==> src/rtl/regex_nfa_pkg.sv <==
package regex_nfa_pkg;

  // State indices: start node, then one state per pattern character
  localparam int ST_START = 0;
  localparam int ST_A     = 1;
  localparam int ST_B     = 2;
  localparam int ST_C     = 3;
  localparam int ST_D     = 4;
  localparam int ST_R     = 5;
  localparam int ST_S     = 6;
  localparam int ST_E     = 7;
  localparam int ST_F     = 8;
  localparam int ST_G     = 9;
  localparam int NUM_ST   = 10;

  // Character hit-line indices
  localparam int CH_A   = 0;
  localparam int CH_B   = 1;
  localparam int CH_C   = 2;
  localparam int CH_D   = 3;
  localparam int CH_R   = 4;
  localparam int CH_S   = 5;
  localparam int CH_E   = 6;
  localparam int CH_F   = 7;
  localparam int CH_G   = 8;
  localparam int NUM_CH = 9;

  localparam int BYTE_W = 8;

  typedef logic [NUM_ST-1:0] st_vec_t;
  typedef logic [NUM_CH-1:0] hit_vec_t;

  // Two-flip-flop codes for the packed e/f/g group
  typedef enum logic [1:0] {
    GRP_NONE = 2'b00,
    GRP_E    = 2'b01,
    GRP_F    = 2'b10,
    GRP_G    = 2'b11
  } grp_code_e;

  function automatic logic [BYTE_W-1:0] char_of(input int idx);
    logic [BYTE_W-1:0] ch;
    case (idx)
      CH_A:    ch = "a";
      CH_B:    ch = "b";
      CH_C:    ch = "c";
      CH_D:    ch = "d";
      CH_R:    ch = "r";
      CH_S:    ch = "s";
      CH_E:    ch = "e";
      CH_F:    ch = "f";
      default: ch = "g";
    endcase
    return ch;
  endfunction

endpackage

==> src/rtl/nfa_char_decoder.sv <==
module nfa_char_decoder
  import regex_nfa_pkg::*;
#(
  parameter int W = BYTE_W
) (
  input  logic [W-1:0] in_byte,
  output hit_vec_t     hits
);

  // One comparator per character of interest, shared by every state
  for (genvar gi = 0; gi < NUM_CH; gi++) begin : g_cmp
    localparam logic [W-1:0] CODE = W'(char_of(gi));
    assign hits[gi] = (in_byte == CODE);
  end

  // distinct characters give mutually exclusive hit lines
  always_comb begin
    a_hits_excl_r10: assert ($onehot0(hits));
  end

endmodule

==> src/rtl/nfa_step.sv <==
module nfa_step
  import regex_nfa_pkg::*;
(
  input  logic     clk,
  input  logic     rst_n,
  input  logic     in_valid,
  input  st_vec_t  cur,
  input  hit_vec_t hits,
  output st_vec_t  nxt
);

  st_vec_t step;

  // Transition logic: each state = predecessors AND own hit line
  always_comb begin
    step           = '0;
    step[ST_START] = 1'b1;
    // abcd chain
    step[ST_A] = cur[ST_START] & hits[CH_A];
    step[ST_B] = cur[ST_A]     & hits[CH_B];
    step[ST_C] = cur[ST_B]     & hits[CH_C];
    step[ST_D] = cur[ST_C]     & hits[CH_D];
    // single r
    step[ST_R] = cur[ST_START] & hits[CH_R];
    // s(ef)+g with feedback from f into e's input
    step[ST_S] = cur[ST_START] & hits[CH_S];
    step[ST_E] = (cur[ST_S] | cur[ST_F]) & hits[CH_E];
    step[ST_F] = cur[ST_E]     & hits[CH_F];
    step[ST_G] = cur[ST_F]     & hits[CH_G];
  end

  // Clock enable written out: hold when no byte is offered
  always_comb begin
    if (in_valid) begin
      nxt = step;
    end else begin
      nxt = cur;
      nxt[ST_START] = 1'b1;
    end
  end

  // the next state vector keeps at most one character state
  p_next_excl_r10: assert property (@(posedge clk) disable iff (!rst_n)
    $onehot0(nxt[NUM_ST-1:1]));

  // a held cycle carries the character states over unchanged
  p_hold_r6: assert property (@(posedge clk) disable iff (!rst_n)
    !in_valid |-> (nxt[NUM_ST-1:1] == cur[NUM_ST-1:1]));

endmodule

==> src/rtl/nfa_state_store.sv <==
module nfa_state_store
  import regex_nfa_pkg::*;
#(
  parameter bit PACK_EFG = 1'b0
) (
  input  logic    clk,
  input  logic    rst_n,
  input  st_vec_t nxt,
  output st_vec_t cur
);

  localparam int PLAIN_N = PACK_EFG ? (NUM_ST - 3) : NUM_ST;

  if (!PACK_EFG) begin : g_onehot
    st_vec_t st_q;

    always_ff @(posedge clk or negedge rst_n) begin
      if (!rst_n) st_q <= '0;
      else        st_q <= nxt;
    end

    assign cur = st_q;

    // one flip-flop per state, never two character states at once
    p_store_excl_r10: assert property (@(posedge clk) disable iff (!rst_n)
      $onehot0(st_q[NUM_ST-1:1]));

  end else begin : g_packed
    logic [PLAIN_N-1:0] plain_q;
    grp_code_e          grp_q;
    grp_code_e          grp_d;

    // Encode the e/f/g group into two flip-flops
    always_comb begin
      unique case (1'b1)
        nxt[ST_E]: grp_d = GRP_E;
        nxt[ST_F]: grp_d = GRP_F;
        nxt[ST_G]: grp_d = GRP_G;
        default:   grp_d = GRP_NONE;
      endcase
    end

    always_ff @(posedge clk or negedge rst_n) begin
      if (!rst_n) begin
        plain_q <= '0;
        grp_q   <= GRP_NONE;
      end else begin
        plain_q <= nxt[PLAIN_N-1:0];
        grp_q   <= grp_d;
      end
    end

    // Decode back to the logical state vector
    always_comb begin
      cur                = '0;
      cur[PLAIN_N-1:0]   = plain_q;
      cur[ST_E]          = (grp_q == GRP_E);
      cur[ST_F]          = (grp_q == GRP_F);
      cur[ST_G]          = (grp_q == GRP_G);
    end

    // packing legal only if group members are never co-active
    p_group_excl_r9: assert property (@(posedge clk) disable iff (!rst_n)
      $onehot0({nxt[ST_E], nxt[ST_F], nxt[ST_G]}));

    // a stored g code must come from an f followed by a g request
    p_group_code_r9: assert property (@(posedge clk) disable iff (!rst_n)
      (grp_d == GRP_G) |-> nxt[ST_G]);
  end

endmodule

==> src/rtl/regex_nfa_matcher.sv <==
module regex_nfa_matcher
  import regex_nfa_pkg::*;
#(
  parameter bit PACK_EFG = 1'b0
) (
  input  logic              clk,
  input  logic              rst_n,
  input  logic              in_valid,
  input  logic [BYTE_W-1:0] in_byte,
  output logic              match_abcd,
  output logic              match_r,
  output logic              match_seg
);

  hit_vec_t hits;
  st_vec_t  cur;
  st_vec_t  nxt;
  logic     stepped_q;

  nfa_char_decoder #(.W(BYTE_W)) u_dec (
    .in_byte (in_byte),
    .hits    (hits)
  );

  nfa_step u_step (
    .clk      (clk),
    .rst_n    (rst_n),
    .in_valid (in_valid),
    .cur      (cur),
    .hits     (hits),
    .nxt      (nxt)
  );

  nfa_state_store #(.PACK_EFG(PACK_EFG)) u_store (
    .clk   (clk),
    .rst_n (rst_n),
    .nxt   (nxt),
    .cur   (cur)
  );

  // Marks cycles whose state was just produced by an accepted byte
  always_ff @(posedge clk or negedge rst_n) begin
    if (!rst_n) stepped_q <= 1'b0;
    else        stepped_q <= in_valid;
  end

  assign match_abcd = cur[ST_D] & stepped_q;
  assign match_r    = cur[ST_R] & stepped_q;
  assign match_seg  = cur[ST_G] & stepped_q;

  // an idle cycle is followed by no pulse
  p_idle_quiet_r6: assert property (@(posedge clk) disable iff (!rst_n)
    !in_valid |=> !(match_abcd | match_r | match_seg));

  // every accepted r pulses match_r next cycle, given start active
  p_r_pulse_r3: assert property (@(posedge clk) disable iff (!rst_n)
    (in_valid && in_byte == "r" && cur[ST_START]) |=> match_r);

  // an abcd pulse follows an accepted d
  p_abcd_src_r2: assert property (@(posedge clk) disable iff (!rst_n)
    match_abcd |-> ($past(in_valid) && $past(in_byte) == "d"));

  // an s(ef)+g pulse follows an accepted g
  p_seg_src_r4: assert property (@(posedge clk) disable iff (!rst_n)
    match_seg |-> ($past(in_valid) && $past(in_byte) == "g"));

  // at most one pattern completes per byte
  p_one_match_r10: assert property (@(posedge clk) disable iff (!rst_n)
    $onehot0({match_abcd, match_r, match_seg}));

endmodule

==> config.mk <==
export PLATFORM = sky130hd
export DESIGN_NAME = regex_nfa_matcher
export DESIGN_NICKNAME = d
export VERILOG_FILES = /design/src/rtl/regex_nfa_pkg.sv /design/src/rtl/nfa_char_decoder.sv /design/src/rtl/nfa_step.sv /design/src/rtl/nfa_state_store.sv /design/src/rtl/regex_nfa_matcher.sv
export SDC_FILE = /design/constraint.sdc
export NUM_CORES = 1
export LEC_CHECK = 0
export ABC_AREA = 1
export BUFFER_PORTS_ARGS = -buffer_cell sky130_fd_sc_hd__buf_2
export CAP_MARGIN = 0
export CORE_AREA = 4 4 41 43
export CTS_BUF_LIST = sky130_fd_sc_hd__clkbuf_4 sky130_fd_sc_hd__clkbuf_8
export CTS_CLUSTER_DIAMETER = 30
export DETAILED_ROUTE_END_ITERATION = 8
export DIE_AREA = 0 0 45 47
export PLACE_DENSITY = 0.68
export SYNTH_ARGS = -nofsm -noshare
export SYNTH_HDL_FRONTEND = slang
export SYNTH_HIERARCHICAL = 1
export SYNTH_SLANG_ARGS = --single-unit
==> constraint.sdc <==
create_clock -name clk -period 1.61 [get_ports clk]
set_input_delay 0.0805 -clock clk [delete_from_list [all_inputs] [get_ports clk]]
set_output_delay 0.0805 -clock clk [all_outputs]
set_load 0.01 [all_outputs]
# Yosys cells after proc, flatten, opt, wreduce, memory -nomap -nowiden
# Index checks and enable logic that the tools add are counted.
# W data, S select, Z words.
# totals
regBits	11
in_bits	11
out_inout_bits	3
word_cells	25
# classes
n_eq_ne	9
n_bitwise	13
# op_table
cell	n
$eq A8 B7 Y1 const B	9
$and A1 B1 Y1	12
$or A1 B1 Y1	1

# Depth between registers and ports, before layout
# logic_depth
depth_word	2
ltp_mapped	8
mapped_depth_nobuf	8

# Hierarchy
# The synthesis kept the hierarchy.
# modules_own_cells
module	instances	cells_each	area_each_um2	seq_area_each_um2
nfa_state_store	1	10	250.2	250.2
nfa_step	1	34	156.4	0.0
nfa_char_decoder	1	33	138.9	0.0
regex_nfa_matcher	1	7	47.5	25.0

# Worst setup path after synthesis
# No wires, ideal clock.
# synth_timing
path_type	flip-flop to flip-flop
startpoint	register u_store.g_onehot.st_q[8], in the netlist u_store/cur[8]
endpoint	register u_store.g_onehot.st_q[7], in the netlist u_store/cur[7]
setup_ns	0.116
t_arrival_ns	0.537
t_required_ns	1.494
path_slack_ns	0.957
stages_incl_launch_ff	5
n_path_buf	0
synth_period_minus_slack_ns	0.653
path_cell_list	dfrtp_1 -> inv_1 -> nand2_1 -> nand2_1 -> nand2_1
# synth_via
elab_chain_cells	2
# synth_lines
element	line_no	rtl
start, declared	nfa_state_store.sv:15	st_vec_t st_q;
start signal, assigned	nfa_state_store.sv:19	else st_q <= nxt;
$or A1 B1 Y1	nfa_step.sv:27	step[ST_E] = (cur[ST_S] | cur[ST_F]) & hits[CH_E];
$and A1 B1 Y1	nfa_step.sv:27	
# Every way passes these cells.
# A chain may end at the register's enable or synchronous reset.

# Worst setup path in the final report
# layout_timing
startpoint	register stepped_q
endpoint	output port match_seg
# layout_via
elab_chain_cells	1
# layout_lines
element	line_no	rtl
start, declared	regex_nfa_matcher.sv:18	logic stepped_q;
start signal, assigned	regex_nfa_matcher.sv:44	else stepped_q <= in_valid;
$and A1 B1 Y1	regex_nfa_matcher.sv:49	assign match_seg = cur[ST_G] & stepped_q;
end, declared	regex_nfa_matcher.sv:12	output logic match_seg
# Every way passes these cells.

==> impl_summary.md <==
Placed design
Buffers placed on the I/O ports in this run total 13. The detailed placer's ending HPWL is 853 µm. The final weighted congestion in routability-driven placement is 0.763.

STA
Setup violations remaining at the end of the flow were counted as 0. The final worst-path cycle share is 60.0%. The minimum clock period after layout is 0.966 ns. The setup skew after layout is 0.00654 ns. The max-slew violation total from the final report is 0.

The final-report hold violation count was 0. Timing would allow up to 1030 MHz. Summed over all failing endpoints, the final setup total negative slack is 0 ns.

Setup repair after global routing left no endpoint under its margin.

Drt
The wire length reported by the detailed router is 1.09 mm. The number of nets with antenna violations after routing is 0. After detailed routing, the average wire length per cell comes to 9.50 µm. For this run, the detailed router's first-pass iteration total came to 4. In the routed layout, each cell is associated on average with a via count of 4.54.

The detailed router's first-iteration violation count is 10. For this run, design rule violations remaining after detail routing come to 0. The detailed router placed 522 vias in this run.

Setup path
Along the worst path, the maximum fanout reaches 3. The worst endpoint data arrival time is 0.89 ns. The endpoint of the most critical register-to-register path is u_store/cur[7]. The reg-to-reg critical path startpoint is u_store/cur[8]. The category of the worst setup path launch point is a register. The data required time of the critical path is 1.53 ns. The setup slack of the worst register-to-register path is 0.91 ns. The critical path start-end classification is register to output pin. The critical path ends at match_seg. Tracing the worst setup path back leads to its startpoint at stepped_q. The worst setup path is captured at an output pin.

The number of cells on the worst reg-to-reg path is 4.

CTS
The total CTS buffers is 3. CTS built an H-tree with a depth of 1. In this run the deepest clock path goes through 2 buffers. The later pin in the worst-skew pair is clocked with a latency of 0.26 ns.

The clock input transition at the sequential cells of the worst setup and hold paths is 0.07 ns. The CTS tree is yes. The cell sitting at the root of the clock tree is a sky130_fd_sc_hd__clkbuf_4. The number of instances resized during post-cts repair is 0. The number of hold buffers added after CTS was 1. The total clock sinks is 11. The setup fix buffers added after clock tree synthesis is 0.

Final layout
Cells with a size suffix above 1 make up 24.0% of the layout. The combined flip-flop and latch cell area is 275 µm². The repair_antennas step left the layout with diodes totalling 0.

Fill cells in the final layout number 125. In the final layout, the multi-input gates occupy 246 µm². The number of nets in the final layout is 112. From synthesis to final layout, the design area changed by 17.7%.

Die
The I/O pin total is 14. The overall die area is 2120 µm². In this run the core area contains 13 standard-cell rows. Measured along the x axis, the die boundary spans 45 µm. The area of the core region is 1300 µm². The die span in y is 47 µm. Once the floorplan was initialized, standard cells occupied 45.6% of the core.

Global routing
Entering global routing, the biggest net connects 14 pins. The via count of the first global-routing pass came to 494. Global routing used 12.5% of the available tracks. The total congestion overflow after global routing is 0. The first global-routing pass estimated 1.90 mm of wire.

The number of antenna violations at the first check in global routing was 0.

Hold path
The min-delay analysis places its worst path in the category primary input to register.

Logic synthesis
The count of different cell masters after synthesis is 15. The total of warnings raised by yosys is 6. The part of the Yosys area used for sequential elements is 46.4%. Summed over all instances, the cell type with the most area after synthesis is sky130_fd_sc_hd__dfrtp_1. The register bit total from synthesis is 11. Averaged over all synthesized cells, the footprint is 7.06 µm². Of the post-synthesis cell area, the dominant cell type holds 46.4%. The number of nets handed over by synthesis was 95. The number of instances in the synthesized netlist is 84. The total standard cell area after synthesis is 593 µm².

Yosys attributes the largest share of cell area to sky130_fd_sc_hd__dfrtp_1 46%, sky130_fd_sc_hd__nand2_1 18%, sky130_fd_sc_hd__inv_1 8.2%.

Status
The flow ran to the end, and the final reports show no timing, DRC or antenna violations.

Run
The tool flagged a number of max-cap violations equal to 0.

Power
The completed layout was analyzed and its total power is 0.528 mW. The largest voltage drop on the vdd net is 0.694 mV. Summed over all cells, the static leakage comes to 0.415 nW. The power per unit of standard cell area is 757 nW/µm².
==> worst min path at each step <==
stage	start	end	slack, ns	cells after the start
floorplan	rst_n	stepped_q	-0.22	0
global route	in_valid	stepped_q	0.05	1
finish	in_valid	stepped_q	0.06	1
global placement	rst_n	u_store/cur[6]	-0.04	1
detailed placement	rst_n	u_store/cur[6]	-0.04	1
CTS	in_valid	stepped_q	0.05	1
==> worst max-delay path, stage by stage, from the launching register on <==
cell	delay, ns
sky130_fd_sc_hd__dfrtp_1	0.40
sky130_fd_sc_hd__nand2_1	0.07
sky130_fd_sc_hd__inv_1	0.03
sky130_fd_sc_hd__buf_2	0.12
==> through the flow <==
| step | utilization [%] | hold WS, ns | cell area, µm² | worst slack, ns | cells |
|---|---|---|---|---|---|
| 3_5_place_dp | 50.6 | -0.0362 | 658 | 0.803 | 110 |
| 2_1_floorplan | - | -0.215 | 593 | 0.957 | 84 |
| 6_report | 53.7 | 0.0576 | 698 | 0.644 | 115 |
| 5_1_grt | 53.7 | 0.0466 | 698 | 0.583 | 115 |
| 4_1_cts | 53.7 | 0.0458 | 698 | 0.629 | 115 |
| 3_3_place_gp | 50.6 | -0.0405 | 658 | 0.817 | 110 |
==> cell usage after synthesis <==
master,count
sky130_fd_sc_hd__nor2_2,4
sky130_fd_sc_hd__o21ai_0,1
sky130_fd_sc_hd__nand2_2,1
sky130_fd_sc_hd__nand3_2,1
sky130_fd_sc_hd__nand2_1,28
sky130_fd_sc_hd__nand3_1,7
sky130_fd_sc_hd__nand4_1,1
sky130_fd_sc_hd__nor2_1,12
sky130_fd_sc_hd__conb_1,1
sky130_fd_sc_hd__dfrtp_1,11
sky130_fd_sc_hd__buf_6,1
sky130_fd_sc_hd__o21ai_1,1
sky130_fd_sc_hd__inv_2,1
sky130_fd_sc_hd__buf_4,1
sky130_fd_sc_hd__inv_1,13
==> final cells by class <==
class,instances,share of cell area (%)
timing repair buffer,14,10.8
inverter,14,7.53
sequential,11,39.4
tap,15,2.69
multi-input combinational,57,35.3
clock buffer,4,4.30
==> power by group <==
group / switching, mW / internal, mW / total, mW / leakage (nW)
clock network: 0.0859 / 0.113 / 0.198 / 0.0184
logic: 0.0314 / 0.0175 / 0.0489 / 0.247
registers: 0.00202 / 0.279 / 0.281 / 0.149
==> state kept, by name, summed over array words and instances, names as in the netlist <==
name,flops
stepped_q,1
u_store/cur,10
==> cell usage in the layout (no fill, tap or decap), drive strengths merged <==
cell         instances
nand4                1
nand3                8
nand2               29
nor2                16
dlygate4sd3          1
o21ai                2
clkbuf               4
conb                 1
buf                 13
dfrtp               11
inv                 14
==> cells by family after synthesis <==
| family | after synthesis | synth area share (%) |
|---|---|---|
| and+or+nand+nor | 54 | 39.2 |
| DFF | 11 | 46.4 |
| AOI/OAI and AO/OA | 2 | 1.69 |
| other | 1 | 0.632 |
| buffers and inverters | 16 | 12.0 |
==> metal layers <==
layer | track usage (%) | part of all wire, %
met2 | 20.6 | 50
met5 | 0 | 0
met3 | 7.28 | 3.8
met1 | 14.1 | 46
met4 | 2.92 | 0
No activity file was read; power rests on OpenSTA's default activity.
